File: src/rtl/alu8_pkg.sv
`timescale 1ns/1ps
package alu8_pkg;
  localparam int OP_W   = 5;
  localparam int FL_CNT = 6;
  localparam int FL_C = 0;
  localparam int FL_Z = 1;
  localparam int FL_N = 2;
  localparam int FL_V = 3;
  localparam int FL_S = 4;
  localparam int FL_H = 5;

  typedef enum logic [OP_W-1:0] {
    OP_ADD   = 5'd0,  OP_ADDC  = 5'd1,  OP_SUB  = 5'd2,  OP_SUBC = 5'd3,
    OP_CMP   = 5'd4,  OP_CMPC  = 5'd5,  OP_AND  = 5'd6,  OP_OR   = 5'd7,
    OP_XOR   = 5'd8,  OP_INV   = 5'd9,  OP_NEG  = 5'd10, OP_INC  = 5'd11,
    OP_DEC   = 5'd12, OP_SHL   = 5'd13, OP_SHR  = 5'd14, OP_RCL  = 5'd15,
    OP_RCR   = 5'd16, OP_SAR   = 5'd17, OP_NSWAP = 5'd18, OP_ONES = 5'd19,
    OP_WADD  = 5'd20, OP_WSUB  = 5'd21
  } alu_op_e;

  // Enable masks, bit order H S V N Z C
  localparam logic [FL_CNT-1:0] WE_ALL   = 6'b111111;
  localparam logic [FL_CNT-1:0] WE_SVNZ  = 6'b011110;
  localparam logic [FL_CNT-1:0] WE_SVNZC = 6'b011111;
  localparam logic [FL_CNT-1:0] WE_NONE  = 6'b000000;

  typedef enum logic {PH_BYTE = 1'b0, PH_WHI = 1'b1} phase_e;
endpackage

File: src/rtl/alu8_rst_sync.sv
`timescale 1ns/1ps
module alu8_rst_sync #(
  parameter int SYNC_STAGES = 2
) (
  input  logic clk_i,
  input  logic rst_ni,
  output logic rst_no
);
  logic [SYNC_STAGES-1:0] chain_q;
  logic [SYNC_STAGES-1:0] chain_d;

  always_comb begin
    chain_d = {chain_q[SYNC_STAGES-2:0], 1'b1};
  end

  always_ff @(posedge clk_i or negedge rst_ni) begin
    if (!rst_ni) chain_q <= '0;
    else         chain_q <= chain_d;
  end

  assign rst_no = chain_q[SYNC_STAGES-1];
endmodule

File: src/rtl/alu8_addsub.sv
`timescale 1ns/1ps
module alu8_addsub #(
  parameter int DATA_W = 8
) (
  input  logic [DATA_W-1:0] a_i,
  input  logic [DATA_W-1:0] b_i,
  input  logic              cin_i,
  input  logic              sub_i,
  output logic [DATA_W-1:0] sum_o,
  output logic              cout_o,
  output logic              hc_o,
  output logic              ov_o
);
  localparam int NIB_W = DATA_W / 2;
  localparam int MSB   = DATA_W - 1;

  logic [DATA_W:0] full;
  logic [NIB_W:0]  nib;

  always_comb begin
    if (sub_i) begin
      full = {1'b0, a_i} - {1'b0, b_i} - {{DATA_W{1'b0}}, cin_i};
      nib  = {1'b0, a_i[NIB_W-1:0]} - {1'b0, b_i[NIB_W-1:0]} - {{NIB_W{1'b0}}, cin_i};
    end else begin
      full = {1'b0, a_i} + {1'b0, b_i} + {{DATA_W{1'b0}}, cin_i};
      nib  = {1'b0, a_i[NIB_W-1:0]} + {1'b0, b_i[NIB_W-1:0]} + {{NIB_W{1'b0}}, cin_i};
    end
  end

  assign sum_o  = full[DATA_W-1:0];
  assign cout_o = full[DATA_W];
  assign hc_o   = nib[NIB_W];
  // Overflow: operand signs agree (add) or differ (sub) and result sign leaves a
  assign ov_o   = (sub_i ? (a_i[MSB] ^ b_i[MSB]) : ~(a_i[MSB] ^ b_i[MSB]))
                  & (sum_o[MSB] ^ a_i[MSB]);
endmodule

File: src/rtl/alu8_bitops.sv
`timescale 1ns/1ps
module alu8_bitops
  import alu8_pkg::*;
#(
  parameter int DATA_W = 8
) (
  input  logic [OP_W-1:0]   op_i,
  input  logic [DATA_W-1:0] a_i,
  input  logic [DATA_W-1:0] b_i,
  input  logic              cin_i,
  output logic [DATA_W-1:0] res_o,
  output logic              cout_o,
  output logic              hbit_o
);
  localparam int NIB_W = DATA_W / 2;
  localparam int MSB   = DATA_W - 1;

  logic [DATA_W-1:0] swapped;

  for (genvar i = 0; i < NIB_W; i++) begin : g_swap
    assign swapped[i]         = a_i[i + NIB_W];
    assign swapped[i + NIB_W] = a_i[i];
  end

  always_comb begin
    res_o  = '0;
    cout_o = 1'b0;
    case (op_i)
      OP_AND:   res_o = a_i & b_i;
      OP_OR:    res_o = a_i | b_i;
      OP_XOR:   res_o = a_i ^ b_i;
      OP_INV: begin
        res_o  = ~a_i;
        cout_o = 1'b1;
      end
      OP_SHL: begin
        res_o  = {a_i[MSB-1:0], 1'b0};
        cout_o = a_i[MSB];
      end
      OP_RCL: begin
        res_o  = {a_i[MSB-1:0], cin_i};
        cout_o = a_i[MSB];
      end
      OP_SHR: begin
        res_o  = {1'b0, a_i[MSB:1]};
        cout_o = a_i[0];
      end
      OP_RCR: begin
        res_o  = {cin_i, a_i[MSB:1]};
        cout_o = a_i[0];
      end
      OP_SAR: begin
        res_o  = {a_i[MSB], a_i[MSB:1]};
        cout_o = a_i[0];
      end
      OP_NSWAP: res_o = swapped;
      OP_ONES:  res_o = '1;
      default:  res_o = '0;
    endcase
  end

  // Left shifts report the bit leaving the low nibble as half carry
  assign hbit_o = a_i[NIB_W-1];
endmodule

File: src/rtl/alu8_flagmux.sv
`timescale 1ns/1ps
module alu8_flagmux
  import alu8_pkg::*;
#(
  parameter int DATA_W = 8
) (
  input  logic [OP_W-1:0]   op_i,
  input  logic [DATA_W-1:0] sum_i,
  input  logic              as_c_i,
  input  logic              as_h_i,
  input  logic              as_v_i,
  input  logic [DATA_W-1:0] bit_res_i,
  input  logic              bit_c_i,
  input  logic              bit_h_i,
  input  logic              z_in_i,
  input  logic              lo_zero_i,
  output logic [DATA_W-1:0] res_o,
  output logic [FL_CNT-1:0] flag_o,
  output logic [FL_CNT-1:0] we_o,
  output logic              wr_o
);
  localparam int MSB = DATA_W - 1;

  logic c_f, z_f, n_f, v_f, h_f;
  logic res_zero;

  assign res_zero = (res_o == '0);

  always_comb begin
    res_o = sum_i;
    c_f   = 1'b0;
    h_f   = 1'b0;
    v_f   = 1'b0;
    we_o  = WE_NONE;
    wr_o  = 1'b1;
    case (op_i)
      OP_ADD, OP_ADDC, OP_SUB, OP_SUBC, OP_CMP, OP_CMPC, OP_NEG: begin
        c_f  = as_c_i;
        h_f  = as_h_i;
        v_f  = as_v_i;
        we_o = WE_ALL;
        wr_o = !(op_i == OP_CMP || op_i == OP_CMPC);
      end
      OP_INC, OP_DEC: begin
        v_f  = as_v_i;
        we_o = WE_SVNZ;
      end
      OP_AND, OP_OR, OP_XOR: begin
        res_o = bit_res_i;
        we_o  = WE_SVNZ;
      end
      OP_INV: begin
        res_o = bit_res_i;
        c_f   = bit_c_i;
        we_o  = WE_SVNZC;
      end
      OP_SHL, OP_RCL: begin
        res_o = bit_res_i;
        c_f   = bit_c_i;
        h_f   = bit_h_i;
        v_f   = bit_res_i[MSB] ^ bit_c_i;
        we_o  = WE_ALL;
      end
      OP_SHR, OP_RCR, OP_SAR: begin
        res_o = bit_res_i;
        c_f   = bit_c_i;
        v_f   = bit_res_i[MSB] ^ bit_c_i;
        we_o  = WE_SVNZC;
      end
      OP_NSWAP, OP_ONES: begin
        res_o = bit_res_i;
      end
      OP_WADD, OP_WSUB: begin
        c_f  = as_c_i;
        v_f  = as_v_i;
        we_o = WE_SVNZC;
      end
      default: begin
        res_o = '0;
        wr_o  = 1'b0;
      end
    endcase
  end

  always_comb begin
    n_f = res_o[MSB];
    if (op_i == OP_SUBC || op_i == OP_CMPC)
      z_f = res_zero & z_in_i;
    else if (op_i == OP_WADD || op_i == OP_WSUB)
      z_f = res_zero & lo_zero_i;
    else
      z_f = res_zero;
    flag_o        = '0;
    flag_o[FL_C]  = c_f;
    flag_o[FL_Z]  = z_f;
    flag_o[FL_N]  = n_f;
    flag_o[FL_V]  = v_f;
    flag_o[FL_S]  = n_f ^ v_f;
    flag_o[FL_H]  = h_f;
  end
endmodule

File: src/rtl/alu8_flags.sv
`timescale 1ns/1ps
module alu8_flags
  import alu8_pkg::*;
#(
  parameter int DATA_W      = 8,
  parameter int SYNC_STAGES = 2
) (
  input  logic              clk_i,
  input  logic              rst_ni,
  input  logic              in_valid_i,
  input  logic [OP_W-1:0]   op_i,
  input  logic [DATA_W-1:0] opa_i,
  input  logic [DATA_W-1:0] opb_i,
  input  logic [DATA_W-1:0] pair_hi_i,
  input  logic              c_in_i,
  input  logic              z_in_i,
  output logic              busy_o,
  output logic              out_valid_o,
  output logic [DATA_W-1:0] res_lo_o,
  output logic [DATA_W-1:0] res_hi_o,
  output logic              res_wr_o,
  output logic [FL_CNT-1:0] flag_nxt_o,
  output logic [FL_CNT-1:0] flag_we_o
);
  localparam logic [DATA_W-1:0] ONE = {{(DATA_W-1){1'b0}}, 1'b1};

  logic rst_s;

  // Registered state
  phase_e            phase_q, phase_d;
  logic [DATA_W-1:0] hi_q, hi_d, lo_q, lo_d;
  logic              wc_q, wc_d, wsub_q, wsub_d;
  logic              vld_q, vld_d, wr_q, wr_d;
  logic [DATA_W-1:0] rlo_q, rlo_d, rhi_q, rhi_d;
  logic [FL_CNT-1:0] flg_q, flg_d, we_q, we_d;

  // Datapath nets
  logic [OP_W-1:0]   op_eff;
  logic [DATA_W-1:0] add_a, add_b, sum;
  logic              add_cin, add_sub, as_c, as_h, as_v;
  logic [DATA_W-1:0] bit_res, cmb_res;
  logic              bit_c, bit_h, cmb_wr;
  logic [FL_CNT-1:0] cmb_flag, cmb_we;
  logic              in_word, take_byte, take_word, load_out;

  alu8_rst_sync #(.SYNC_STAGES(SYNC_STAGES)) u_rst (
    .clk_i (clk_i), .rst_ni(rst_ni), .rst_no(rst_s)
  );

  assign busy_o    = (phase_q == PH_WHI);
  assign in_word   = (op_i == OP_WADD) || (op_i == OP_WSUB);
  assign take_byte = in_valid_i && !busy_o && !in_word;
  assign take_word = in_valid_i && !busy_o && in_word;
  assign load_out  = take_byte || busy_o;

  // Operand routing into the shared adder
  always_comb begin
    op_eff  = op_i;
    add_a   = opa_i;
    add_b   = opb_i;
    add_cin = 1'b0;
    add_sub = 1'b0;
    if (busy_o) begin
      op_eff  = wsub_q ? OP_WSUB : OP_WADD;
      add_a   = hi_q;
      add_b   = '0;
      add_cin = wc_q;
      add_sub = wsub_q;
    end else begin
      case (op_i)
        OP_ADDC:          add_cin = c_in_i;
        OP_SUB, OP_CMP:   add_sub = 1'b1;
        OP_SUBC, OP_CMPC: begin
          add_sub = 1'b1;
          add_cin = c_in_i;
        end
        OP_NEG: begin
          add_a   = '0;
          add_b   = opa_i;
          add_sub = 1'b1;
        end
        OP_INC:  add_b = ONE;
        OP_DEC: begin
          add_b   = ONE;
          add_sub = 1'b1;
        end
        OP_WSUB: add_sub = 1'b1;
        default: add_sub = 1'b0;
      endcase
    end
  end

  alu8_addsub #(.DATA_W(DATA_W)) u_addsub (
    .a_i(add_a), .b_i(add_b), .cin_i(add_cin), .sub_i(add_sub),
    .sum_o(sum), .cout_o(as_c), .hc_o(as_h), .ov_o(as_v)
  );

  alu8_bitops #(.DATA_W(DATA_W)) u_bitops (
    .op_i(op_i), .a_i(opa_i), .b_i(opb_i), .cin_i(c_in_i),
    .res_o(bit_res), .cout_o(bit_c), .hbit_o(bit_h)
  );

  alu8_flagmux #(.DATA_W(DATA_W)) u_flagmux (
    .op_i(op_eff), .sum_i(sum), .as_c_i(as_c), .as_h_i(as_h), .as_v_i(as_v),
    .bit_res_i(bit_res), .bit_c_i(bit_c), .bit_h_i(bit_h),
    .z_in_i(z_in_i), .lo_zero_i(lo_q == '0),
    .res_o(cmb_res), .flag_o(cmb_flag), .we_o(cmb_we), .wr_o(cmb_wr)
  );

  // Next-state logic
  always_comb begin
    phase_d = phase_q;
    hi_d    = hi_q;
    lo_d    = lo_q;
    wc_d    = wc_q;
    wsub_d  = wsub_q;
    rlo_d   = rlo_q;
    rhi_d   = rhi_q;
    flg_d   = flg_q;
    we_d    = we_q;
    wr_d    = wr_q;
    vld_d   = load_out;
    if (take_word) begin
      phase_d = PH_WHI;
      hi_d    = pair_hi_i;
      lo_d    = sum;
      wc_d    = as_c;
      wsub_d  = (op_i == OP_WSUB);
    end else if (busy_o) begin
      phase_d = PH_BYTE;
    end
    if (load_out) begin
      rlo_d = busy_o ? lo_q : cmb_res;
      rhi_d = busy_o ? cmb_res : '0;
      flg_d = cmb_flag;
      we_d  = cmb_we;
      wr_d  = busy_o ? 1'b1 : cmb_wr;
    end
  end

  // Registers
  always_ff @(posedge clk_i or negedge rst_s) begin
    if (!rst_s) begin
      phase_q <= PH_BYTE;
      hi_q    <= '0;
      lo_q    <= '0;
      wc_q    <= 1'b0;
      wsub_q  <= 1'b0;
      vld_q   <= 1'b0;
      rlo_q   <= '0;
      rhi_q   <= '0;
      flg_q   <= '0;
      we_q    <= '0;
      wr_q    <= 1'b0;
    end else begin
      phase_q <= phase_d;
      hi_q    <= hi_d;
      lo_q    <= lo_d;
      wc_q    <= wc_d;
      wsub_q  <= wsub_d;
      vld_q   <= vld_d;
      rlo_q   <= rlo_d;
      rhi_q   <= rhi_d;
      flg_q   <= flg_d;
      we_q    <= we_d;
      wr_q    <= wr_d;
    end
  end

  assign out_valid_o = vld_q;
  assign res_lo_o    = rlo_q;
  assign res_hi_o    = rhi_q;
  assign res_wr_o    = wr_q;
  assign flag_nxt_o  = flg_q;
  assign flag_we_o   = we_q;

  // Protocol and flag-subset checks
  assert_word_start_R10: assert property (@(posedge clk_i) disable iff (!rst_s)
    take_word |=> (busy_o && !out_valid_o))
    else $error("word op did not enter second cycle");

  assert_word_finish_R10: assert property (@(posedge clk_i) disable iff (!rst_s)
    busy_o |=> (out_valid_o && !busy_o))
    else $error("word op did not finish after two cycles");

  assert_quiet_busy_R12: assert property (@(posedge clk_i) disable iff (!rst_s)
    busy_o |-> !out_valid_o)
    else $error("result reported during word second cycle");

  assert_no_flags_R9: assert property (@(posedge clk_i) disable iff (!rst_s)
    (take_byte && (op_i == OP_NSWAP || op_i == OP_ONES)) |=>
      (out_valid_o && flag_we_o == '0))
    else $error("swap or set-all enabled a flag");

  assert_keep_carry_R7: assert property (@(posedge clk_i) disable iff (!rst_s)
    (take_byte && (op_i == OP_INC || op_i == OP_DEC)) |=> !flag_we_o[FL_C])
    else $error("increment or decrement touched carry");

  assert_logic_v_R5: assert property (@(posedge clk_i) disable iff (!rst_s)
    (take_byte && (op_i == OP_AND || op_i == OP_OR || op_i == OP_XOR)) |=>
      (!flag_nxt_o[FL_V] && !flag_we_o[FL_C] && !flag_we_o[FL_H]))
    else $error("logic op flags wrong");

  assert_cmp_nowrite_R4: assert property (@(posedge clk_i) disable iff (!rst_s)
    (take_byte && (op_i == OP_CMP || op_i == OP_CMPC)) |=>
      (out_valid_o && !res_wr_o && flag_we_o == WE_ALL))
    else $error("compare wrote result or missed flags");

  assert_sign_R11: assert property (@(posedge clk_i) disable iff (!rst_s)
    (out_valid_o && flag_we_o[FL_S]) |->
      (flag_nxt_o[FL_S] == (flag_nxt_o[FL_N] ^ flag_nxt_o[FL_V])))
    else $error("S is not N xor V");
endmodule

File: config.mk
export PLATFORM = sky130hd
export DESIGN_NAME = alu8_flags
export DESIGN_NICKNAME = d
export VERILOG_FILES = /design/src/rtl/alu8_pkg.sv /design/src/rtl/alu8_rst_sync.sv /design/src/rtl/alu8_addsub.sv /design/src/rtl/alu8_bitops.sv /design/src/rtl/alu8_flagmux.sv /design/src/rtl/alu8_flags.sv
export SDC_FILE = /design/constraint.sdc
export NUM_CORES = 1
export LEC_CHECK = 0
export ABC_AREA = 1
export BUFFER_PORTS_ARGS = -buffer_cell sky130_fd_sc_hd__buf_2
export CELL_PAD_IN_SITES_DETAIL_PLACEMENT = 0
export CELL_PAD_IN_SITES_GLOBAL_PLACEMENT = 1
export CORE_MARGIN = 3
export CORE_UTILIZATION = 25
export DETAILED_ROUTE_END_ITERATION = 12
export GPL_ROUTABILITY_DRIVEN = 0
export PLACE_DENSITY_LB_ADDON = 0.1
export SYNTH_ARGS = -nofsm -noshare
export SYNTH_HDL_FRONTEND = slang
export SYNTH_HIERARCHICAL = 1
export SYNTH_SLANG_ARGS = --single-unit
File: constraint.sdc
create_clock -name clk_i -period 1.89 [get_ports clk_i]
set_input_delay 0.2835 -clock clk_i [delete_from_list [all_inputs] [get_ports clk_i]]
set_output_delay 0.2835 -clock clk_i [all_outputs]
set_load 0.005 [all_outputs]
==> results.txt <==
Setup repair after global routing could not meet its margin everywhere. The slack of the critical path came out at -1.025 ns. The number of clock sinks is a little over 50. In this run the count of I/O pins placed on the die edge is 65.

The average cell area after synthesis came out at about 6.6 um2. The initial antenna violation count is 0. The synthesized design contains roughly 50 register bits. The library cell with the largest summed area after synthesis is sky130_fd_sc_hd__dfrtp_1.

The flow ran to the end, but the final reports show violations. The instance count of the mapped netlist is between 700 and 800. The maximum number of pins on one net before global-route repair came out at 50. The final setup violation count came out at 38. The detailed-route wire length per cell is between 10 and 15 um.

The net total in the final layout is about 1100. The final hold violation count is 0. The checks that failed: setup timing. The vertical die dimension is around 150 um.

For the finished layout, the period the worst path requires is 2.915 ns. Of the total synthesized cell area, the portion taken by AND, OR, NAND and NOR gates is 0.3731. The number of nets with antenna violations after routing is 0. In this run the clock root is driven by a sky130_fd_sc_hd__clkbuf_16. The post-CTS clock slew at the launch and capture registers of the worst setup and hold paths is 0.07 ns. Of the total power, the share spent switching nets is 0.3683. The library cells used most frequently in the layout, excluding fill and tap cells, are 187 x sky130_fd_sc_hd__buf_4, 181 x sky130_fd_sc_hd__nand2_1, 81 x sky130_fd_sc_hd__inv_1. The post-detailed-placement half-perimeter wirelength is about 15000 um. The classification of the worst-slack hold path is in -> reg. From synthesis to final layout, the design area changed by 61.12%. The tool flagged a number of max-cap violations equal to 0.

By area, the combinational part of the netlist is dominated by simple AND/OR/NAND/NOR gates. For this block, the routed nets add up to between 15000 and 20000 um of wire. The global-route congestion overflow total came out at 0. The timing-limited maximum frequency is roughly 340 MHz. The H-tree level count came out at 2. The mux share of post-synthesis cell area came out at 0. The clock arrives with 0.004557 ns of skew.

The total area of multi-input combinational cells is approximately 0.0038 mm2. After routing the design area is between 0.008 and 0.009 mm2. The effective utilization at floorplan is 0.2569. The clock tree from TritonCTS is done.

The remaining design rule violation count is 0. Ranked by total cell area, the synthesized netlist is headed by sky130_fd_sc_hd__dfrtp_1 25%, sky130_fd_sc_hd__nand2_1 16%, sky130_fd_sc_hd__ha_1 9.2%. In this run the static leakage power is about 4.3 nW. The maximum fanout along the worst path is 3. The antenna diode count came out at 0. The netlist area before placement is around 0.0050 mm2. Data arrives at the worst endpoint at about 3.2 ns. The total chip power came out at 4.884 mW. The share of the synthesized area in the top cell type came out at 0.2527.

The final worst hold slack is roughly 0.19 ns. The part of the total power dissipated in sequential elements is 0.280. The share of total power dissipated in combinational logic is 0.501. The number of optimization iterations in the first detailed-route pass came out at 5. The worst setup path is launched from a flop.

The element type at the critical path end is a flop. The insertion delay of the later-clocked pin in the worst-skew pair came out at roughly 0.30 ns. The share of synthesized cell area in full adder, half adder and majority cells came out at 0.1075. The net load switching power is around 1.8 mW. The sequential share of the synthesized area came out at 0.2527. The number of clock buffers inserted by TritonCTS came out at 5. The fraction of layout cells with a size suffix above 1 came out at 0.4613. Across the whole layout, storage elements account for between 0.001 and 0.0015 mm2. The total die area is 0.02194 mm2. Synthesis produced a netlist with a net count of around 840. The buffer levels on the longest clock path came out at 2.

The required time at the worst-slack endpoint came out at about 2.1 ns. The transition time at the pin with the least slew margin is between 0.6 and 0.7 ns. Once placement finished, the instance area stood at 0.007038 mm2. The first routing iteration left 347 violations. The number of global-route vias before repair is about 6000. The filler cell count came out at around 2100. The first-pass GRT wire length came out at ~31000 um. The complex-gate fraction of the synthesized area is 0.1184.

The max-slew violation count was 0. The cell-internal power came out at approximately 3.1 mW. The area of the core is 0.01965 mm2. The number of rows created at floorplan is 51.

The library cell used most frequently in the layout, excluding fill and tap cells, is sky130_fd_sc_hd__buf_4. The xor-xnor portion of the synthesized cell area is 0.01214. The overall die width is ~150 um. The average vias per placed instance came out at between 4 and 5. The critical path in this run is classified as reg -> reg.

The quantity of I/O buffers inserted on ports is between 60 and 70. The cell total after placement is between 1000 and 1500. The number of distinct library cells after synthesis is between 40 and 50. The final total negative setup slack is -27.64 ns. The total routing resource utilization after global routing came out at 0.1758. The yosys synthesis warning count is 6. The total power divided by cell area came out at around 600 mW/mm2. The via total after detailed routing is about 5800. IR analysis of the VDD net gives a maximum drop of 0.0003684 V. The final instance count without filler cells came out at roughly 1300. The relative slew slack is 0.5584. The part of the total power dissipated in the clock network came out at 0.219. In the finished design, the share of the clock period the worst path needs comes to 1.542.
[path summary, 6_finish.rpt]
path / start / to / slack, ns / cells past startpoint
setup / recovery: busy_o / flag_nxt_o[1] / -1.03 / 21
hold / removal: pair_hi_i[1] / hi_q[1] / 0.19 / 3
setup reg to reg: busy_o / flag_nxt_o[1] / -1.03 / 21
hold reg to reg: u_rst/chain_q[0] / u_rst/chain_q[1] / 0.35 / 0
max in group asynchronous: u_rst/chain_q[1] / flag_we_o[0] / 1.07 / 1
min in group asynchronous: rst_ni / u_rst/chain_q[1] / 0.29 / 2
[power by group through the flow]
stage | combinational, mW | clock [mW] | sequential (mW)
2_1_floorplan | 1.06 | 0 | 1.40
4_1_cts | 2.28 | 1.11 | 1.37
6_report | 2.45 | 1.07 | 1.37
3_5_place_dp | 2.01 | 0 | 1.39
3_3_place_gp | 2.00 | 0 | 1.39
5_1_grt | 2.71 | 1.16 | 1.39
[synthesized netlist by cell type, drive strengths merged]
library cell / instances
clkbuf: 2
buf: 33
xor2: 4
clkinv: 1
a21o: 2
nand3: 90
nand4: 25
a31oi: 5
conb: 1
o21ai: 65
dfrtp: 51
ha: 37
xnor2: 3
nor3: 2
inv: 117
o22ai: 4
o21bai: 3
a21oi: 25
nand2: 225
nor4: 2
nor2: 63
o211ai: 1
fa: 4
o21a: 3
nor3b: 1
[worst max-delay path, cell delays in order, from the launching register on]
cell                       delay [ns]
sky130_fd_sc_hd__dfrtp_1         0.39
sky130_fd_sc_hd__inv_2           0.10
sky130_fd_sc_hd__nand2_2         0.06
sky130_fd_sc_hd__o21bai_4        0.17
sky130_fd_sc_hd__o22ai_4         0.13
sky130_fd_sc_hd__inv_2           0.06
sky130_fd_sc_hd__fa_2            0.57
sky130_fd_sc_hd__inv_2           0.06
sky130_fd_sc_hd__ha_4            0.15
sky130_fd_sc_hd__o21ai_2         0.10
sky130_fd_sc_hd__nand2_1         0.08
sky130_fd_sc_hd__a31oi_1         0.20
sky130_fd_sc_hd__xor2_1          0.09
sky130_fd_sc_hd__nand2_1         0.06
sky130_fd_sc_hd__nand2_1         0.07
sky130_fd_sc_hd__nand2_1         0.09
sky130_fd_sc_hd__nand2_2         0.06
sky130_fd_sc_hd__nor2_1          0.10
sky130_fd_sc_hd__nand3_1         0.08
sky130_fd_sc_hd__nor2_1          0.10
sky130_fd_sc_hd__nand2_1         0.06
sky130_fd_sc_hd__nand2_1         0.07
[cell type report]
cell class | instances | share of cell area
Timing Repair Buffer | 279 | 0.2636
Tap cell | 265 | 0.04075
Sequential cell | 51 | 0.1570
Clock buffer | 5 | 0.01538
Multi-Input combinational cell | 565 | 0.4618
Inverter | 118 | 0.05613
Clock inverter | 3 | 0.005382
[cell families after synthesis]
kind of cell | count (synthesis)
buf+inv | 153
simple gates | 408
xor+xnor | 7
fa+ha+maj | 41
other cells | 1
flops | 51
compound gates | 108
[sequential cells by signal, indices dropped and copies added (netlist names)]
name,count
hi_q,8
lo_q,8
res_hi_o,8
res_lo_o,8
flag_nxt_o,6
flag_we_o,6
u_rst/chain_q,2
busy_o,1
out_valid_o,1
res_wr_o,1
wc_q,1
wsub_q,1
[metal layers]
layer	GRT usage	vias up	share of wire
met5	0	-	0
met2	0.2934	80	0.47
met1	0.2495	2756	0.49
li1	-	2968	-
met3	0.02194	12	0.029
met4	0.02725	0	0.011
[what timing repair did]
item / 4_1_cts / 5_1_grt
hold buffers: 1 / 0
endpoints found under the hold margin: 2 / 0
setup buffers: 25 / 16
gates resized for setup: 112 / 67
gates cloned: 0 / 1
pin swaps: 24 / 42
endpoints found under the setup margin: 38 / 44
[per-stage QoR]
| stage | setup slack, ns | utilization |
|---|---|---|
| finish | -1.025 | 0.4140 |
| global route | -1.310 | 0.4140 |
| CTS | -1.003 | 0.3952 |
| detailed placement | -1.288 | 0.3581 |
| global placement | -1.292 | 0.3581 |
| floorplan | -0.9540 | - |
Power figures use the tool's default switching activity.
